File: config.mk
export PLATFORM = sky130hd
export DESIGN_NAME = byte_lane_aligner
export DESIGN_NICKNAME = d
export VERILOG_FILES = /design/src/rtl/lsa_pkg.sv /design/src/rtl/lsa_mask_gen.sv /design/src/rtl/lsa_store_path.sv /design/src/rtl/lsa_load_path.sv /design/src/rtl/byte_lane_aligner.sv
export SDC_FILE = /design/constraint.sdc
export NUM_CORES = 1
export LEC_CHECK = 0
export BUFFER_PORTS_ARGS = -buffer_cell sky130_fd_sc_hd__clkbuf_2
export CAP_MARGIN = 25
export CORE_MARGIN = 4
export CORE_UTILIZATION = 35
export DETAILED_ROUTE_END_ITERATION = 12
export SLEW_MARGIN = 25
export SYNTH_ARGS = -nofsm -noshare
export SYNTH_HDL_FRONTEND = slang
export SYNTH_HIERARCHICAL = 1
export SYNTH_SLANG_ARGS = --single-unit
File: constraint.sdc
create_clock -name clk -period 4.8 [get_ports clk]
set_input_delay 0.96 -clock clk [delete_from_list [all_inputs] [get_ports clk]]
set_output_delay 0.96 -clock clk [all_outputs]
set_load 0.02 [all_outputs]
File: src/rtl/lsa_pkg.sv
package lsa_pkg;
  localparam int unsigned BYTE_W = 8;

  function automatic int unsigned lane_bits(input int unsigned lanes);
    return $clog2(lanes);
  endfunction
endpackage

File: src/rtl/lsa_mask_gen.sv
module lsa_mask_gen #(
  parameter int unsigned LANES = 8,
  parameter int unsigned LEN_W = 4,
  localparam int unsigned LB_W   = lsa_pkg::lane_bits(LANES),
  localparam int unsigned MASK_W = 2 * LANES,
  localparam int unsigned SUM_W  = (LB_W > LEN_W ? LB_W : LEN_W) + 1
) (
  input  logic [LB_W-1:0]   lane_i,
  input  logic [LEN_W-1:0]  len_i,
  output logic [MASK_W-1:0] mask_o
);
  logic [SUM_W-1:0] lo, hi;

  always_comb begin
    lo = SUM_W'(lane_i);
    hi = SUM_W'(lane_i) + SUM_W'(len_i);
  end

  // unary run of ones from lane to lane+len-1 across a double-width window
  for (genvar i = 0; i < MASK_W; i++) begin : g_bit
    assign mask_o[i] = (SUM_W'(i) >= lo) && (SUM_W'(i) < hi);
  end
endmodule

File: src/rtl/lsa_store_path.sv
module lsa_store_path #(
  parameter int unsigned DATA_W = 64,
  localparam int unsigned LANES = DATA_W / lsa_pkg::BYTE_W,
  localparam int unsigned LB_W  = lsa_pkg::lane_bits(LANES),
  localparam int unsigned SH_W  = LB_W + 3
) (
  input  logic              st_valid_i,
  input  logic [LB_W-1:0]   lane_i,
  input  logic [LANES-1:0]  lane_mask_i,
  input  logic [DATA_W-1:0] st_data_i,
  output logic [DATA_W-1:0] wdata_o,
  output logic [LANES-1:0]  byte_en_o
);
  logic [SH_W-1:0] shamt;

  always_comb begin
    shamt     = {lane_i, 3'b000};
    wdata_o   = st_data_i << shamt;
    byte_en_o = st_valid_i ? lane_mask_i : '0;
  end
endmodule

File: src/rtl/lsa_load_path.sv
module lsa_load_path #(
  parameter int unsigned DATA_W = 64,
  localparam int unsigned LANES = DATA_W / lsa_pkg::BYTE_W,
  localparam int unsigned LB_W  = lsa_pkg::lane_bits(LANES),
  localparam int unsigned SH_W  = LB_W + 3
) (
  input  logic              clk,
  input  logic              rst_n,
  input  logic              ld_valid_i,
  input  logic [LB_W-1:0]   lane_i,
  input  logic [LANES-1:0]  lane_mask_i,
  input  logic [DATA_W-1:0] rdata_i,
  output logic [DATA_W-1:0] ld_data_o,
  output logic              ld_ok_o
);
  logic [DATA_W-1:0] bit_mask, aligned;
  logic [DATA_W-1:0] data_d, data_q;
  logic              ok_d, ok_q;
  logic [SH_W-1:0]   shamt;

  for (genvar b = 0; b < LANES; b++) begin : g_lane
    assign bit_mask[b*lsa_pkg::BYTE_W +: lsa_pkg::BYTE_W] = {lsa_pkg::BYTE_W{lane_mask_i[b]}};
  end

  always_comb begin
    shamt   = {lane_i, 3'b000};
    aligned = (rdata_i & bit_mask) >> shamt;
    data_d  = ld_valid_i ? aligned : data_q;
    ok_d    = ld_valid_i;
  end

  always_ff @(posedge clk or negedge rst_n) begin
    if (!rst_n) begin
      data_q <= '0;
      ok_q   <= 1'b0;
    end else begin
      data_q <= data_d;
      ok_q   <= ok_d;
    end
  end

  assign ld_data_o = data_q;
  assign ld_ok_o   = ok_q;


  ld_ok_pulse_chk: assert property (@(posedge clk) disable iff (!rst_n)
    ld_valid_i |=> ld_ok_o);


  ld_hold_chk: assert property (@(posedge clk) disable iff (!rst_n)
    !ld_valid_i |=> (!ld_ok_o && $stable(ld_data_o)));
endmodule

File: src/rtl/byte_lane_aligner.sv
module byte_lane_aligner #(
  parameter int unsigned DATA_W = 64,
  parameter int unsigned ADDR_W = 16,
  parameter int unsigned LEN_W  = 4,
  localparam int unsigned LANES = DATA_W / lsa_pkg::BYTE_W,
  localparam int unsigned LB_W  = lsa_pkg::lane_bits(LANES),
  localparam int unsigned WA_W  = ADDR_W - LB_W
) (
  input  logic              clk,
  input  logic              rst_n,
  input  logic              ld_valid_i,
  input  logic              st_valid_i,
  input  logic [LEN_W-1:0]  xfer_len_i,
  input  logic [ADDR_W-1:0] byte_addr_i,
  input  logic [DATA_W-1:0] st_data_i,
  input  logic [DATA_W-1:0] mem_rdata_i,
  output logic [WA_W-1:0]   word_addr_o,
  output logic [LANES-1:0]  byte_en_o,
  output logic [DATA_W-1:0] mem_wdata_o,
  output logic [DATA_W-1:0] ld_data_o,
  output logic              ld_ok_o,
  output logic              misalign_o
);
  logic [LB_W-1:0]    lane;
  logic [2*LANES-1:0] mask;

  assign lane        = byte_addr_i[LB_W-1:0];
  assign word_addr_o = byte_addr_i[ADDR_W-1:LB_W];

  lsa_mask_gen #(.LANES(LANES), .LEN_W(LEN_W)) u_mask (
    .lane_i (lane),
    .len_i  (xfer_len_i),
    .mask_o (mask)
  );

  // spill into the upper half means the run passed the last lane
  assign misalign_o = |mask[2*LANES-1:LANES];

  lsa_store_path #(.DATA_W(DATA_W)) u_store (
    .st_valid_i  (st_valid_i),
    .lane_i      (lane),
    .lane_mask_i (mask[LANES-1:0]),
    .st_data_i   (st_data_i),
    .wdata_o     (mem_wdata_o),
    .byte_en_o   (byte_en_o)
  );

  lsa_load_path #(.DATA_W(DATA_W)) u_load (
    .clk         (clk),
    .rst_n       (rst_n),
    .ld_valid_i  (ld_valid_i),
    .lane_i      (lane),
    .lane_mask_i (mask[LANES-1:0]),
    .rdata_i     (mem_rdata_i),
    .ld_data_o   (ld_data_o),
    .ld_ok_o     (ld_ok_o)
  );


  en_idle_chk: assert property (@(posedge clk) disable iff (!rst_n)
    !st_valid_i |-> (byte_en_o == '0));


  en_count_chk: assert property (@(posedge clk) disable iff (!rst_n)
    st_valid_i |-> ($countones(byte_en_o) <= int'(xfer_len_i)));


  zero_len_chk: assert property (@(posedge clk) disable iff (!rst_n)
    (xfer_len_i == '0) |-> (!misalign_o && byte_en_o == '0));


  cross_top_lane_chk: assert property (@(posedge clk) disable iff (!rst_n)
    (misalign_o && st_valid_i) |-> byte_en_o[LANES-1]);
endmodule

Word-level counts from Yosys, hierarchy flattened. Index checks and enable logic that the tools add are counted.

Bits in read-only memories: 0. Bits of input ports: 152. Memories: 0. Output and inout bits: 151. Bits in latches: 0. Bits in writable memories: 0. Word-level logic and storage cells: 56. Register bits: 65.

Reductions and logical operators: 17. Muxes and demuxes: 1. Bitwise logic cells: 1. Magnitude comparators: 32. Div/mod/pow operators: 0. Shift-type cells: 2. Equality and inequality tests: 0. $add $sub $neg: 1. Multipliers: 0.

Operators by type and width (count): 64-bit bitwise AND (1); 64-bit by 6-bit << shifter with 64-bit output (1); 64-bit by 6-bit >> shifter with 64-bit output (1); 4-bit by 5-bit < comparator with 1-bit output (first input constant) (8); 4-bit by 3-bit greater-or-equal comparator with 1-bit output (first input constant) (8); 3-bit by 5-bit < comparator with 1-bit output (first input constant) (4); 1-bit logical AND (16); 3-bit greater-or-equal comparator (first input constant) (4); 1-bit by 5-bit < comparator with 1-bit output (first input constant) (2); 2-bit by 5-bit < comparator with 1-bit output (first input constant) (2); 8-bit 2-to-1 mux (1); 8-bit OR reduction (1); 1-bit by 3-bit greater-or-equal comparator with 1-bit output (first input constant) (2); 2-bit by 3-bit greater-or-equal comparator with 1-bit output (first input constant) (2); 3-bit by 4-bit adder with 5-bit output (1).

Depth between registers and ports, before layout. Gate-level depths: netlist of run 1.

Depth in word-level cells: 5. Gate-level depth with buffers: 11. Depth with buffers taken out: 9.

Modules after synthesis. The synthesis of run 1 kept the hierarchy.

Modules (own cells, without submodules): lsa_load_path (times used 1, cells an instance 435, area each 4032.6 um^2, sequential area each 1626.6 um^2); lsa_store_path (times used 1, cells an instance 242, area each 1956.9 um^2, sequential area each 0.0 um^2); lsa_mask_gen (times used 1, cells an instance 57, area each 409.1 um^2, sequential area each 0.0 um^2); byte_lane_aligner (times used 1, cells an instance 16, area each 113.9 um^2, sequential area each 0.0 um^2).

Worst setup path after synthesis of run 1. OpenSTA, ideal clock, no wires.

Kind: input -> output. Start point: in byte_addr_i[0]. End point: out byte_en_o[2]. Setup slack: 1.038 ns. Stages: 6. Path buffers: 0. Data arrival time: 2.802 ns. Required time: 3.840 ns. Path through: ha_1 fa_1 xor2_2 a21oi_1 a221oi_2 and2_1.

Longest elaborated chain between the ends: 4. Elaborated cells on any way between the ends: 5. Those cells by class: 1 x add/sub; 2 x order compare; 1 x mux; 1 x reduce/logical.

Ends and longest elaborated chain: start: declaration (RTL line byte_lane_aligner.sv:14) `input logic [ADDR_W-1:0] byte_addr_i,`; 3-bit by 4-bit adder with 5-bit output (RTL line lsa_mask_gen.sv:16) `hi = SUM_W'(lane_i) + SUM_W'(len_i);`; 2-bit by 5-bit < comparator with 1-bit output (RTL line lsa_mask_gen.sv:21) `assign mask_o[i] = (SUM_W'(i) >= lo) && (SUM_W'(i) < hi);`; 1-bit logical AND * (RTL line lsa_mask_gen.sv:21); named net mask[2] (RTL line byte_lane_aligner.sv:25) `logic [2*LANES-1:0] mask;`; 8-bit 2-to-1 mux * (RTL line lsa_store_path.sv:19) `byte_en_o = st_valid_i ? lane_mask_i : '0;`; end: declaration (RTL line byte_lane_aligner.sv:18) `output logic [LANES-1:0] byte_en_o,`.

Mark *: on every way through the listed nets, which the timed path passes. The rest lies on a longest branch.

Worst setup path in the final report of run 1.
Start point: in byte_addr_i[0]. End point: out byte_en_o[6].

Longest elaborated chain between the ends: 4. Elaborated cells on any way between the ends: 5. Those cells by class: 1 x add/sub; 2 x order compare; 1 x mux; 1 x reduce/logical.

Ends and longest elaborated chain (RTL line): 3-bit by 4-bit adder with 5-bit output (lsa_mask_gen.sv:16); 3-bit by 5-bit < comparator with 1-bit output (lsa_mask_gen.sv:21); 1-bit logical AND * (lsa_mask_gen.sv:21); named net mask[6] (byte_lane_aligner.sv:25); 8-bit 2-to-1 mux * (lsa_store_path.sv:19).

Marks and branches as above.

==> flow_summary.json, run 1 <==
{
  "final_util": 0.4488,
  "layout-drive-gt1-share": 0.3663,
  "critPathMaxStageDelay_ns": 0.49,
  "cts_buffer_depth": 2,
  "cp-start-kind": "input port",
  "synth-xor-area-share": 0.003842,
  "min_from": "u_load/ld_data_o[60]$_DFFE_PN0P_",
  "r2r-start": "u_load/ld_data_o[1]$_DFFE_PN0P_",
  "skew_ns": 0,
  "die_w_um": 144.4,
  "cts_tree": "yes",
  "tightest_slew_ns": 0.8822,
  "drtAntennaViolNets": 0,
  "nFillCells": 1872,
  "antenna_found_initial": 2,
  "syn_area_um2": 6512,
  "numCtsBuffers": 9,
  "cts_resized": 0,
  "cp_slowest_cell": "fa_1",
  "final_cells": 1203,
  "min_period_ns": 4.289,
  "critPathLaunch": "byte_addr_i[0]",
  "yosysUniqueCellTypes": 63,
  "crit_chain": "buf_6 -> ha_1 -> fa_1 -> xor2_2 -> nand3_2 -> a211oi_2 -> buf_4 -> and2_1 -> clkbuf_2",
  "setup_violations": 0,
  "slew_headroom": 0.4118,
  "io_pins": 303,
  "yosys.area_share.simple": 0.1631,
  "drv_cap": 0,
  "drt_pass1_iterations": 6,
  "drt-initial-drc-count": 621,
  "syn-num-nets": 906,
  "die_h_um": 144.4,
  "avgSynthCellArea_um2": 8.683,
  "hold_buffers": 0,
  "place.port_buffers": 276,
  "grt_pass1_wl_um": 39000,
  "grt_pass1_vias": 6572,
  "path_buf_inv": 3,
  "grtUsageTotal": 0.2410,
  "gp_routability_congestion": 0.9764,
  "grt_start_max_net_pins": 103,
  "drt-vias-per-instance": 5.877,
  "cellPowerDensity_nw_per_um2": 276.7,
  "synth_mux_area_frac": 0.1914,
  "routed_wl_um": 26630,
  "cp.depth": 9,
  "synth-edff-count": 0,
  "fin_crit_sh": 0.8935,
  "dp_hpwl_um": 20480,
  "cts_root_buffer": "clkbuf_16",
  "syn_inst": 750,
  "h-tree-depth": 3,
  "placed_cells": 1186,
  "worstPathRequired_ns": 3.84,
  "ys_seq_area_frac": 0.2498,
  "ys_top_cells_by_area": "dfrtp_1, mux2i_1, mux4_2, o21ai_0, nand2_1",
  "yosys.area.top_type_share": 0.2498,
  "num_vias": 7070,
  "cts.clk_slew.worst_paths_ns": 0.06,
  "yosys_warnings": 6,
  "synth-adder-area-share": 0.008838,
  "wl_per_cell_um": 22.14,
  "timing.hold.ws_ns": 0.4903,
  "vdd_ir_drop_max_mv": 0.1804,
  "setup_tns_ns": 0,
  "cts.repair_timing.setup_buffer_count": 0,
  "status": "finished, final reports clean",
  "hold_class": "register to register",
  "hold_viol_final": 0,
  "cts_sinks": 65,
  "fin_nets": 1124,
  "total_power_mw": 2.253,
  "ys_seq_elements": 65,
  "syn_to_final_growth_pct": 25.05,
  "crit_path_end_kind": "output port",
  "clock.fmax_ghz": 0.2332,
  "synth_compound_area_frac": 0.2932,
  "synthArstFlopShare": 1.000,
  "drc": 0,
  "crit_path_max_fanout": 34,
  "start_util": 0.3589,
  "num_rows": 49,
  "min_path_cells": 1,
  "crit_type": "input port to output port",
  "p_leak_nw": 3.881,
  "synth_top_family_by_area": "compound AO/OA/AOI/OAI gates",
  "yosys_most_used_dff": "dfrtp_1",
  "die_area_um2": 20850,
  "yosysTopAreaCell": "dfrtp_1",
  "r2r_cells": 1,
  "cp.arrival_ns": 3.33,
  "drv_slew": 0,
  "grt-ovfl-total": 0,
  "clk_latency_ns": 0.33,
  "rsz0062_at_grt": "false",
  "crit_family": "adder cells",
  "coreArea_um2": 18150
}
flip-flops by register name, indices dropped and copies added (netlist names):
signal	cells
u_load/ld_data_o	64
u_load/ld_ok_o	1
final timing paths:
| kind | to | slack, ns |
|---|---|---|
| setup / recovery | byte_en_o[6] | 0.51 |
| hold / removal | u_load/ld_data_o[60]$_DFFE_PN0P_ | 0.49 |
| setup reg to reg | u_load/ld_data_o[1]$_DFFE_PN0P_ | 3.97 |
| hold reg to reg | u_load/ld_data_o[60]$_DFFE_PN0P_ | 0.49 |
| max in group asynchronous | u_load/ld_data_o[40]$_DFFE_PN0P_ | 3.40 |
| min in group asynchronous | u_load/ld_data_o[7]$_DFFE_PN0P_ | 0.62 |
through the flow:
stage	worst slack (ns)	area, um^2
after floorplan	1.038	6513
after global placement	0.5331	7820
after detailed placement	0.5174	7820
after CTS	0.5042	8137
after global routing	0.3433	8144
final	0.5114	8144
final cells by class:
type,count,area [um^2],area share
sequential,65,1627,0.1997
clock buffer,9,225.2,0.02765
inverter,11,41.29,0.005070
clock inverter,6,91.34,0.01122
tap,229,286.5,0.03518
timing repair buffer,299,1565,0.1922
multi-input combinational,582,4303,0.5283
antenna,2,5.005,0.0006145
kinds of logic after synthesis:
family                     after synthesis
and+or+nand+nor                        214
xor gates and xnor gates                 2
DFF                                     65
AOI/OAI and AO/OA                      264
adders and majority gates                4
muxes                                   98
buffers and inverters                  103
per-layer routing:
metal  GRT usage  part of all wire  wire, um
met1      0.3330              0.42     11240
met2      0.3877              0.47     12420
met3     0.04630             0.092      2442
met5           0                 0         0
met4     0.06382             0.020       530
synthesized netlist by cell type, types with 18 or more instances:
| library cell | number |
|---|---|
| buf_2 | 25 |
| buf_4 | 18 |
| clkbuf_1 | 32 |
| dfrtp_1 | 65 |
| mux2i_1 | 72 |
| mux4_2 | 18 |
| nand2_1 | 72 |
| nand3_1 | 39 |
| nor2_1 | 32 |
| nor2b_1 | 20 |
| o211ai_1 | 31 |
| o21ai_0 | 74 |
| o2bb2ai_1 | 24 |
layout by cell type, fill, tap and decap left out, drive strengths merged, types with 3 or more instances in the layout:
| cell | netlist | final |
|---|---|---|
| mux4 | 18 | 18 |
| a211oi | 10 | 10 |
| o22a | 8 | 8 |
| and2 | 17 | 17 |
| o2bb2ai | 24 | 24 |
| inv | 10 | 11 |
| a211o | 7 | 7 |
| mux2 | 8 | 8 |
| nand3 | 40 | 40 |
| a31oi | 16 | 16 |
| nand3b | 7 | 7 |
| and3 | 8 | 8 |
| mux2i | 72 | 72 |
| a221oi | 9 | 9 |
| a22o | 8 | 8 |
| nor2b | 20 | 20 |
| clkbuf | 33 | 281 |
| clkinv | 1 | 4 |
| dfrtp | 65 | 65 |
| a32o | 8 | 8 |
| o31ai | 7 | 7 |
| ha | 3 | 3 |
| a32oi | 8 | 8 |
| a2bb2oi | 8 | 8 |
| o22ai | 10 | 10 |
| buf | 59 | 27 |
| nor2 | 33 | 33 |
| o221ai | 16 | 16 |
| o211ai | 31 | 31 |
| nand2b | 5 | 5 |
| a21oi | 3 | 3 |
| nand2 | 72 | 72 |
| o21ai | 80 | 80 |
| o21a | 8 | 8 |
report_power, final:
group / leakage (nW) / switching [mW] / internal (mW)
Sequential: 0.856 / 0.0401 / 0.601
Clock: 0.156 / 0.266 / 0.455
Combinational: 2.87 / 0.564 / 0.328
Note: power is estimated with default switching activity, not from simulation.
==> inputs of run 2 (changes only) <==
--- a/config.mk
+++ b/config.mk
@@ -10,6 +10,7 @@
 export CORE_MARGIN = 4
 export CORE_UTILIZATION = 35
 export DETAILED_ROUTE_END_ITERATION = 12
+export PLACE_DENSITY_LB_ADDON = 0.1
 export SLEW_MARGIN = 25
 export SYNTH_ARGS = -nofsm -noshare
 export SYNTH_HDL_FRONTEND = slang
==> constraint.sdc (replaced) <==
create_clock -name clk -period 5.5 [get_ports clk]
set_input_delay 1.1 -clock clk [delete_from_list [all_inputs] [get_ports clk]]
set_output_delay 1.1 -clock clk [all_outputs]
set_load 0.02 [all_outputs]
==> run 2 against run 1 <==
Count of clock-buffer cells in the layout grew 4; largest power group unchanged; critical endpoint is now byte_en_o[2]; sequential share of layout area grew 0.065 points; worst hold slack got worse by 0.0054 ns; setup slack gained 0.40 ns; sequential power down 13%; utilization shrank 0.14 points; wire length fell by 2.3%; final cell count unchanged.
==> flow_summary.json, run 2 (synthesized netlist as in run 1, its figures left out) <==
{
  "wl_per_cell_um": 21.63,
  "fin_area_um2": 8118,
  "status": "finished, final reports clean",
  "die_area_um2": 20850,
  "grt_start_max_net_pins": 107,
  "layout_commonest_cell": "clkbuf_2",
  "grt-ovfl-total": 0,
  "routed_wl_um": 26020,
  "cts_resized": 0,
  "io_pins": 303,
  "crit_type": "input port to output port",
  "skew_ns": 0,
  "tightest_slew_ns": 0.8814,
  "cellPowerDensity_nw_per_um2": 235.0,
  "drtAntennaViolNets": 0,
  "h-tree-depth": 3,
  "cp.arrival_ns": 3.49,
  "final_util": 0.4473,
  "hold_viol_final": 0,
  "setup_tns_ns": 0,
  "placed_area_um2": 7815,
  "grt_pass1_vias": 6454,
  "drt_pass1_iterations": 5,
  "syn_to_final_growth_pct": 24.65,
  "place.port_buffers": 276,
  "crit_path_max_fanout": 47,
  "placed_cells": 1185,
  "layout_setup_ws_ns": 0.9119,
  "rsz0062_at_grt": "false",
  "worstPathRequired_ns": 4.40,
  "vdd_ir_drop_max_mv": 0.1541,
  "coreArea_um2": 18150,
  "slew_headroom": 0.4102,
  "die_w_um": 144.4,
  "drt-initial-drc-count": 673,
  "drv_slew": 0,
  "fin_nets": 1123,
  "drt-vias-per-instance": 5.779,
  "cts.repair_timing.setup_buffer_count": 0,
  "dp_slack_ns": 0.7595,
  "largest_register_ffs": 64,
  "gp_routability_congestion": 0.8989,
  "start_util": 0.3589,
  "antenna_found_initial": 2,
  "p_leak_nw": 3.869,
  "min_period_ns": 4.588,
  "hold_buffers": 0,
  "numCtsBuffers": 9,
  "fin_crit_sh": 0.8342,
  "die_h_um": 144.4,
  "cp-start-kind": "input port",
  "num_rows": 49,
  "cts_tree": "yes",
  "drv_cap": 0,
  "grt_pass1_wl_um": 39050,
  "final_cells": 1203,
  "final_cell_mix": "clkbuf_2, o21ai_0, nand2_1, mux2i_1, dfrtp_1",
  "clk_latency_ns": 0.33,
  "dp_hpwl_um": 19860,
  "grtUsageTotal": 0.2404,
  "num_vias": 6952,
  "layout-drive-gt1-share": 0.3642,
  "clock.fmax_ghz": 0.2180,
  "cts_root_buffer": "clkbuf_16",
  "cts_buffer_depth": 2,
  "hold_class": "register to register",
  "cts_sinks": 65,
  "cts.clk_slew.worst_paths_ns": 0.06,
  "setup_violations": 0,
  "crit_path_end_kind": "output port",
  "drc": 0
}
## run 2: worst paths after layout
kind	slack (ns)	cells after the start	endpoint	start
worst min register to register	0.48	1	u_load/ld_data_o[43]$_DFFE_PN0P_	u_load/ld_data_o[43]$_DFFE_PN0P_
worst max register to register	4.68	2	u_load/ld_data_o[30]$_DFFE_PN0P_	u_load/ld_data_o[30]$_DFFE_PN0P_
worst min-delay path	0.48	1	u_load/ld_data_o[43]$_DFFE_PN0P_	u_load/ld_data_o[43]$_DFFE_PN0P_
max in group asynchronous	3.89	2	u_load/ld_data_o[11]$_DFFE_PN0P_	rst_n
min in group asynchronous	0.61	1	u_load/ld_data_o[6]$_DFFE_PN0P_	rst_n
worst max-delay path	0.91	9	byte_en_o[2]	byte_addr_i[0]
## run 2: worst max-delay path, cell delays in order
cell and delay (ns):
buf_6 0.21, ha_1 0.31, fa_1 0.49, xor2_2 0.43, a21oi_1 0.13, a221oi_2 0.26
buf_4 0.24, and2_1 0.15, clkbuf_2 0.16
## run 2: metal layers
metal	share of wire	vias to the layer above	wire (um)	GRT usage
met3	0.076	41	1966	0.04563
met2	0.43	312	11110	0.3450
met1	0.48	3293	12460	0.3693
met5	0.00031	-	8	0
met4	0.018	2	476	0.05793
li1	-	3304	-	-
## run 2: where the power goes
part	internal (mW)	switching, mW	total (mW)	leakage [nW]
Clock	0.363	0.219	0.581	0.144
Sequential	0.525	0.0316	0.556	0.856
Combinational	0.286	0.485	0.771	2.87
Total	1.17	0.735	1.91	3.87
## run 2: through the flow
stage | power [mW] | hold slack (ns)
global route | 2.006 | 0.5068
global placement | 1.327 | 0.4740
floorplan | 1.061 | 0.5947
detailed placement | 1.329 | 0.4748
CTS | 1.914 | 0.4926
finish | 1.908 | 0.4850
## run 2: area by class of cell
cell class | instances | area [um^2]
flip-flops and latches | 65 | 1627
well taps | 229 | 286.5
clock inverters | 3 | 40.04
clock buffers | 13 | 250.2
diodes | 2 | 5.005
multi-input cells | 582 | 4310
fillers | 1904 | 10030
inverters | 11 | 41.29
repair buffers | 298 | 1558
